[config.mk]
export PLATFORM = sky130hd
export DESIGN_NAME = sleep_wdt_timer
export DESIGN_NICKNAME = d
export VERILOG_FILES = /design/src/rtl/sleep_wdt_pkg.sv /design/src/rtl/lf_tick_sync.sv /design/src/rtl/ivl_counter.sv /design/src/rtl/wdt_core.sv /design/src/rtl/sleep_wdt_timer.sv
export SDC_FILE = /design/constraint.sdc
export NUM_CORES = 1
export LEC_CHECK = 0
export BUFFER_PORTS_ARGS = -buffer_cell sky130_fd_sc_hd__buf_2
export CORE_AREA = 3 3 70 72
export DETAILED_ROUTE_END_ITERATION = 7
export DIE_AREA = 0 0 73 75
export PLACE_DENSITY = 0.52
export SETUP_SLACK_MARGIN = 0.5
export SYNTH_ARGS = -nofsm -noshare
export SYNTH_HDL_FRONTEND = slang
export SYNTH_SLANG_ARGS = --single-unit
[constraint.sdc]
create_clock -name clk_i -period 7.6 [get_ports clk_i]
set_clock_uncertainty 0.2 [all_clocks]
set_input_delay 1.14 -clock clk_i [delete_from_list [all_inputs] [get_ports clk_i]]
set_output_delay 1.14 -clock clk_i [all_outputs]
set_load 0.02 [all_outputs]
[src/rtl/sleep_wdt_pkg.sv]
package sleep_wdt_pkg;
  typedef enum logic [1:0] {
    IVL_SHORT  = 2'd0,
    IVL_MID    = 2'd1,
    IVL_LONG   = 2'd2,
    IVL_FULL   = 2'd3
  } ivl_sel_e;

  // Width of the low-order field that must be zero for an event.
  function automatic int unsigned boundary_bits(input ivl_sel_e sel,
                                                input int unsigned base_log2,
                                                input int unsigned step_log2);
    return base_log2 + step_log2 * int'(sel);
  endfunction
endpackage

[src/rtl/lf_tick_sync.sv]
module lf_tick_sync #(
  parameter int unsigned STAGES = 2
) (
  input  logic clk_i,
  input  logic rst_i,
  input  logic tick_async_i,
  output logic tick_en_o
);
  localparam int unsigned CHAIN = STAGES + 1;

  logic [CHAIN-1:0] chain_q;

  always_ff @(posedge clk_i) begin
    if (rst_i) chain_q <= '0;
    else       chain_q <= {chain_q[CHAIN-2:0], tick_async_i};
  end

  // Rising edge of the synchronized level.
  assign tick_en_o = chain_q[STAGES-1] & ~chain_q[STAGES];

  a_r1_single_pulse: assert property (@(posedge clk_i) disable iff (rst_i)
    tick_en_o |=> !tick_en_o);
endmodule

[src/rtl/ivl_counter.sv]
module ivl_counter
  import sleep_wdt_pkg::*;
#(
  parameter int unsigned CNT_W     = 15,
  parameter int unsigned BASE_LOG2 = 6,
  parameter int unsigned STEP_LOG2 = 3
) (
  input  logic     clk_i,
  input  logic     rst_i,
  input  logic     tick_en_i,
  input  ivl_sel_e sel_i,
  output logic     evt_o,
  output logic     irq_o
);
  localparam logic [CNT_W-1:0] CNT_TOP = '1;

  logic [CNT_W-1:0] cnt_q, cnt_nxt, low_mask;
  ivl_sel_e         sel_q;
  logic             wrap;
  int unsigned      edge_bits;

  assign cnt_nxt   = cnt_q + 1'b1;
  assign edge_bits = boundary_bits(sel_q, BASE_LOG2, STEP_LOG2);

  for (genvar gb = 0; gb < int'(CNT_W); gb++) begin : g_mask
    assign low_mask[gb] = (gb < edge_bits);
  end

  assign wrap  = tick_en_i && (cnt_q == CNT_TOP);
  assign evt_o = tick_en_i && ((cnt_nxt & low_mask) == '0);

  always_ff @(posedge clk_i) begin
    if (rst_i) begin
      cnt_q <= '0;
      sel_q <= sel_i;
      irq_o <= 1'b0;
    end else begin
      irq_o <= evt_o;
      if (tick_en_i) cnt_q <= cnt_nxt;
      if (wrap)      sel_q <= sel_i;
    end
  end

  a_r1_count_step: assert property (@(posedge clk_i) disable iff (rst_i)
    tick_en_i |=> cnt_q == CNT_W'($past(cnt_q) + 1'b1));
  a_r4_sel_frozen: assert property (@(posedge clk_i) disable iff (rst_i)
    !wrap |=> sel_q == $past(sel_q));
  a_r2_irq_on_boundary: assert property (@(posedge clk_i) disable iff (rst_i)
    irq_o |-> ((cnt_q & low_mask) == '0));
endmodule

[src/rtl/wdt_core.sv]
module wdt_core #(
  parameter int unsigned LIMIT = 3
) (
  input  logic clk_i,
  input  logic rst_i,
  input  logic en_i,
  input  logic clr_i,
  input  logic evt_i,
  output logic req_o
);
  localparam int unsigned EW = $clog2(LIMIT + 1);
  localparam logic [EW-1:0] LAST = EW'(LIMIT - 1);

  logic [EW-1:0] seen_q;
  logic          bump;

  assign bump = en_i && !clr_i && evt_i && (seen_q <= LAST);

  always_ff @(posedge clk_i) begin
    if (rst_i) begin
      seen_q <= '0;
      req_o  <= 1'b0;
    end else begin
      if (!en_i || clr_i) seen_q <= '0;
      else if (bump)      seen_q <= seen_q + 1'b1;
      if (bump && seen_q == LAST) req_o <= 1'b1;
    end
  end

  a_r5_req_sticky: assert property (@(posedge clk_i) disable iff (rst_i)
    req_o |=> req_o);
  a_r6_clear_wins: assert property (@(posedge clk_i) disable iff (rst_i)
    clr_i |=> seen_q == '0);
  a_r8_off_quiet: assert property (@(posedge clk_i) disable iff (rst_i)
    (!en_i && !req_o) |=> !req_o);
endmodule

[src/rtl/sleep_wdt_timer.sv]
module sleep_wdt_timer
  import sleep_wdt_pkg::*;
#(
  parameter int unsigned CNT_W       = 15,
  parameter int unsigned BASE_LOG2   = 6,
  parameter int unsigned STEP_LOG2   = 3,
  parameter int unsigned SYNC_STAGES = 2,
  parameter int unsigned WDT_LIMIT   = 3
) (
  input  logic       clk_i,
  input  logic       rst_i,
  input  logic       lf_tick_i,
  input  logic [1:0] ivl_sel_i,
  input  logic       wdt_en_i,
  input  logic       wdt_clr_i,
  output logic       sleep_irq_o,
  output logic       wdt_rst_req_o
);
  logic tick_en, ivl_evt;

  lf_tick_sync #(.STAGES(SYNC_STAGES)) u_sync (
    .clk_i(clk_i), .rst_i(rst_i), .tick_async_i(lf_tick_i), .tick_en_o(tick_en)
  );

  ivl_counter #(.CNT_W(CNT_W), .BASE_LOG2(BASE_LOG2), .STEP_LOG2(STEP_LOG2)) u_cnt (
    .clk_i(clk_i), .rst_i(rst_i), .tick_en_i(tick_en),
    .sel_i(ivl_sel_e'(ivl_sel_i)), .evt_o(ivl_evt), .irq_o(sleep_irq_o)
  );

  wdt_core #(.LIMIT(WDT_LIMIT)) u_wdt (
    .clk_i(clk_i), .rst_i(rst_i), .en_i(wdt_en_i), .clr_i(wdt_clr_i),
    .evt_i(ivl_evt), .req_o(wdt_rst_req_o)
  );

  a_r3_irq_width: assert property (@(posedge clk_i) disable iff (rst_i)
    sleep_irq_o |=> !sleep_irq_o);
  a_r7_reset_clears: assert property (@(posedge clk_i)
    rst_i |=> (!sleep_irq_o && !wdt_rst_req_o));
endmodule

# Yosys cells after proc, flatten, opt, wreduce, memory -nomap -nowiden
# Index checks and enable logic that the tools add are counted.
# op_classes
n_lt_le_gt_ge	16
n_bitwise	3
eq_ne	2
add_sub_neg	3
n_mux	2
multipliers	1
reduce_logical	12
# ops
operator	n
4-bit by 32-bit less-than comparator with 1-bit output, first input constant	7
3-bit by 32-bit less-than comparator with 1-bit output, first input constant	4
1-bit by 32-bit less-than comparator with 1-bit output, first input constant	2
2-bit by 32-bit less-than comparator with 1-bit output, first input constant	2
15-bit by 1-bit adder with 15-bit output, second input constant	1
15-bit AND	1
15-bit == test, second input constant	1
15-bit logical NOT	1
1-bit logical AND	6
3-bit by 4-bit adder with 5-bit output, first input constant	1
2-bit by 2-bit multiplier with 4-bit output, first input constant	1
2-bit two-way mux	2
2-bit by 1-bit adder with 2-bit output, second input constant	1
2-bit == test, second input constant	1
2-bit <= comparator, second input constant	1
1-bit logical NOT	2
2-bit nonzero test	1
2-bit OR reduction	1
1-bit AND	1
1-bit logical OR	1
1-bit inverter	1
# totals
word_cells	45
output_inout_bits	2
input_bits	7
reg_bits	24

# Logic depth before layout (Yosys ltp)
# depth
word_depth	9
mapped_depth	8
ltp_nobuf	8

# Cells and area by module
# From an unflattened synthesis, not the netlist that was laid out.
# hier_totals
hier_cells	159
hier_area_um2	1457.6
# modules_own_cells
mod	cells_each	seq_area_each_um2	n_inst	area_each_um2
ivl_counter	137	380.4	1	1219.9
wdt_core	15	60.1	1	150.1
lf_tick_sync	7	60.1	1	87.6

# Least setup slack after synthesis
# Ideal clock, no wire load.
# synth_path
path_type	register -> register
startpoint	register u_cnt.sel_q[1]
endpoint	register u_wdt.req_o
t_required_ns	7.330
slack_ns	4.833
setup_time_ns	0.070
arrival_ns	2.497
path_stages_with_launch	9
path_buffers	0
synth_period_minus_slack_ns	2.767
cell_sequence	edfxtp_1 inv_1 ha_1 a21boi_4 nand3_1 a2111oi_0 o221ai_1 or4_1 a21oi_1
# synth_via
elab_chain_cells	9
word_cells_on_any_way	23
cone_classes	1 x add/sub; 1 x mul; 15 x order compare; 1 x bitwise; 5 x reduce/logical
# synth_lines
element	line	rtl
start: declaration	ivl_counter.sv:18	ivl_sel_e sel_q;
start signal: assignment	ivl_counter.sv:35	sel_q <= sel_i;
start signal: assignment	ivl_counter.sv:40	if (wrap) sel_q <= sel_i;
2-bit by 2-bit multiplier with 4-bit output *	sleep_wdt_pkg.sv:13	return base_log2 + step_log2 * int'(sel);
3-bit by 4-bit adder with 5-bit output *	sleep_wdt_pkg.sv:13	
1-bit by 32-bit less-than comparator with 1-bit output, or another cell as far along	ivl_counter.sv:26	assign low_mask[gb] = (gb < edge_bits);
15-bit AND *	ivl_counter.sv:30	assign evt_o = tick_en_i && ((cnt_nxt & low_mask) == '0);
15-bit logical NOT *	ivl_counter.sv:30	
1-bit logical AND *	ivl_counter.sv:30	
1-bit logical AND * (2 in series)	wdt_core.sv:17	assign bump = en_i && !clr_i && evt_i && (seen_q <= LAST);
1-bit logical AND *	wdt_core.sv:26	if (bump && seen_q == LAST) req_o <= 1'b1;
end signal: assignment	wdt_core.sv:22	req_o <= 1'b0;
end signal: assignment	wdt_core.sv:26	
end: declaration	wdt_core.sv:9	output logic req_o
# Mark *: on every way between the ends. The rest lies on a longest branch, timed or not.
# A chain may end at the register's enable or synchronous reset.

# Worst setup path after layout
# Ends and elaborated chain as after synthesis.

==> summary.txt <==
Run status
  • Status: finished clean

Worst setup path
  • Critical path, cell by cell: inv_1, ha_1, a21boi_4, nand3_1, a2111oi_0, o221ai_1, or4_1, a21oi_1
  • Worst Path Arrival: 3.04 ns
  • Critical R2R Capture: u_wdt.req_o
  • Crit-path max FO: 6
  • CP Capture Type: register
  • CP required: 7.61 ns
  • Slowest stage delay, CP: 0.56 ns
  • Reg2Reg Launch Point: u_cnt.sel_q[1]
  • R2R depth: 8
  • CP startpoint kind: register
  • Reg2reg setup slack: 4.56 ns
  • Critical path's slowest cell: or4_1
  • CP Class: reg2reg

CTS
  • Sink Count: 24
  • Clock transition at path regs: 0.09 ns
  • Postcts setup bufs: 0
  • Hold_buf cts: 0
  • CTS Buffer Depth: 2
  • Resize count post-CTS: 0
  • Clock tree from TritonCTS: yes
  • Worst-skew pair later-pin latency: around 0.27 ns
  • CTS Buf Count: 3
  • Root buffer cell: clkbuf_8
  • H-tree Lvls: 1

Synthesis
  • Avg Cell Area, Syn: 8.92 um2
  • Synth Area in Adders: 0.0840
  • Post-synthesis mux area share: 0.00672
  • Synth unique cells: 48
  • Count of state elements after synthesis: 24
  • Post-synthesis sequential area ratio: 0.336
  • Mapped Nets: 184
  • Synth Area in XOR/XNOR: 0.100
  • Synth Area in Compound Gates: 0.166
  • Post-Syn Instances: 167
  • Simple-gate share of the synthesized area: 0.261
  • Syn Std Cell Area: ~1500 um2
  • Combinational family with the most area after synthesis: simple AND/OR/NAND/NOR gates
  • Yosys warns: 0

STA
  • Final setup violation count: 0
  • Min Hold Slack: 0.245 ns
  • Setup TNS: 0 ns
  • Fin crit share: 0.399
  • Slew @ Worst Pin: 0.513 ns
  • Final critical-path required period: 3.04 ns
  • Max Fclk: 329 MHz
  • Slew Limit Fails: 0
  • Final Hold Fails: 0
  • Post-route setup slack: 4.56 ns
  • Unrepaired setup endpoints after global routing: false
  • Rel. slew slack: 0.649

Floorplanning
  • Initial core utilization: 0.342
  • Boundary Pins: 9
  • Die Width: around 73 um
  • Row count: 24
  • Core area: 4350 um2
  • Die height: 75 um
  • Die area: 5480 um2

Placed design
  • Placer Congestion: 0.855
  • Port Buffers: 8
  • Hpwl dp: 2.36 mm
  • DP Worst Slack: 4.57 ns

Drt
  • Vias per cell: 5.41
  • Initial DRC Count: 47
  • Routed Wire Length: between 3 and 4 mm
  • Post-route antenna net violation count: 0
  • WL/cell: 13.7 um
  • DR pass1 iterations: 4
  • DRC: 0
  • DR vias: roughly 1200

Final layout
  • Post-layout nets: around 190
  • Commonest non-fill, non-tap cell in the layout: dfxtp_1
  • Fillers: 436
  • Fraction of layout cells with a size suffix above 1: 0.145
  • Commonest non-fill, non-tap cells in the layout: dfxtp_1 (22), nor2_1 (19), nand2_1 (15), ha_1 (10), xnor2_1 (9)
  • # diodes: 0
  • Seq. cell area: roughly 500 um2
  • Multi-input logic area: 920 um2
  • Synth-to-layout area growth: 8.99%

Hold path
  • Min-delay src: u_wdt.req_o
  • Hold Crit Depth: 2
  • Hold Path Sink: u_wdt.req_o
  • Worst min path class: reg2reg

Power
  • Pwr Density: 161 nW/um2
  • Worst vdd ir: 0.0572 mV
  • Leak: 0.583 nW

Global routing
  • Vias in the first global route: around 1100
  • Largest net degree at the start of global routing: 24
  • Initial antenna violation count: 0
  • Global-route wire length before repair: 5.19 mm
  • Aggregate global-route resource usage: 0.120
  • Total congestion overflow: 0

Job
  • Max Cap Viol: 0
-- critical path, delay by kind of cell (launching register included) --
kind	cells	cell delay [ns]
buffers and inverters	1	0.21
adder cells (fa/ha/maj)	1	0.20
AND/OR/NAND/NOR	2	0.66
flip-flops	1	0.53
AO/OA/AOI/OAI	4	1.16
-- cells by family after synthesis --
| group | after synthesis |
|---|---|
| and+or+nand+nor | 70 |
| AOI/OAI and AO/OA | 32 |
| DFF | 24 |
| xor gates and xnor gates | 17 |
| buffers and inverters | 13 |
| adders and majority gates | 10 |
| muxes | 1 |
-- synth_stat cells, drive strengths merged --
| cell type | count | area share |
|---|---|---|
| mux2i | 1 | 0.0067 |
| o221ai | 1 | 0.0059 |
| dfxtp | 22 | 0.30 |
| a31o | 2 | 0.012 |
| or3 | 4 | 0.018 |
| a311oi | 1 | 0.0059 |
| o31a | 1 | 0.0059 |
| ha | 10 | 0.084 |
| a21oi | 7 | 0.024 |
| a211oi | 1 | 0.0050 |
| edfxtp | 2 | 0.040 |
| o211a | 1 | 0.0067 |
| xor2 | 8 | 0.047 |
| o211ai | 1 | 0.0050 |
| clkbuf | 2 | 0.0050 |
| nor2 | 19 | 0.048 |
| nor2b | 4 | 0.017 |
| a21boi | 1 | 0.013 |
| o311ai | 2 | 0.017 |
| a31oi | 4 | 0.017 |
| nor3 | 3 | 0.010 |
| o21a | 2 | 0.010 |
| a2111oi | 2 | 0.013 |
| nand3 | 6 | 0.024 |
| o221a | 1 | 0.0076 |
| or4 | 1 | 0.0050 |
| o31ai | 1 | 0.0050 |
| nor4 | 8 | 0.042 |
| a21o | 1 | 0.0050 |
| nand2b | 2 | 0.0084 |
| nand4 | 5 | 0.035 |
| inv | 7 | 0.018 |
| or2 | 1 | 0.0042 |
| xnor2 | 9 | 0.053 |
| buf | 4 | 0.024 |
| or4b | 1 | 0.0067 |
| o21ai | 3 | 0.010 |
| and3 | 1 | 0.0050 |
| nand2 | 15 | 0.038 |
-- worst max-delay path by stage --
stage	startpoint	endpoint	slack, ns	depth (start not counted)
after floorplan	u_cnt.sel_q[1]	u_wdt.req_o	4.83	8
after global placement	u_cnt.sel_q[1]	u_wdt.req_o	4.68	8
after detailed placement	u_cnt.sel_q[1]	u_wdt.req_o	4.57	8
after CTS	u_cnt.sel_q[1]	u_wdt.req_o	4.54	8
after global routing	u_cnt.sel_q[1]	u_wdt.req_o	4.34	8
final	u_cnt.sel_q[1]	u_wdt.req_o	4.56	8
-- metrics by stage --
stage	total power [mW]	util	instances	instance area, um2
global route	0.273	0.373	225	1620
finish	0.261	0.373	225	1620
detailed placement	0.152	0.356	221	1550
CTS	0.266	0.373	225	1620
floorplan	0.147	-	167	1490
global placement	0.152	0.356	221	1550
-- flip-flops by register name, summed over array words and instances (netlist names) --
signal,flops
u_cnt.irq_o,1
u_sync.chain_q,3
u_wdt.seen_q,2
u_wdt.req_o,1
u_cnt.cnt_q,15
u_cnt.sel_q,2
-- per-layer routing --
layer	vias up	wire [um]	track usage
met4	0	31	0.0451
li1	611	-	-
met1	586	1480	0.147
met5	-	0	0
met3	4	95	0.0280
met2	17	1480	0.205
-- report_power, final --
| group | switching (mW) | internal, mW |
|---|---|---|
| Combinational | 0.0105 | 0.00669 |
| Sequential | 0.00277 | 0.129 |
| Clock | 0.0415 | 0.0704 |
| Total | 0.0549 | 0.207 |
-- area by class of cell --
type	count	share of cell area
timing repair buffer	8	0.0247
sequential	24	0.308
clock inverter	1	0.0185
tap	52	0.0401
clock buffer	3	0.0254
multi-input combinational	130	0.567
inverter	7	0.0162
(Power assumes the default switching activity.)
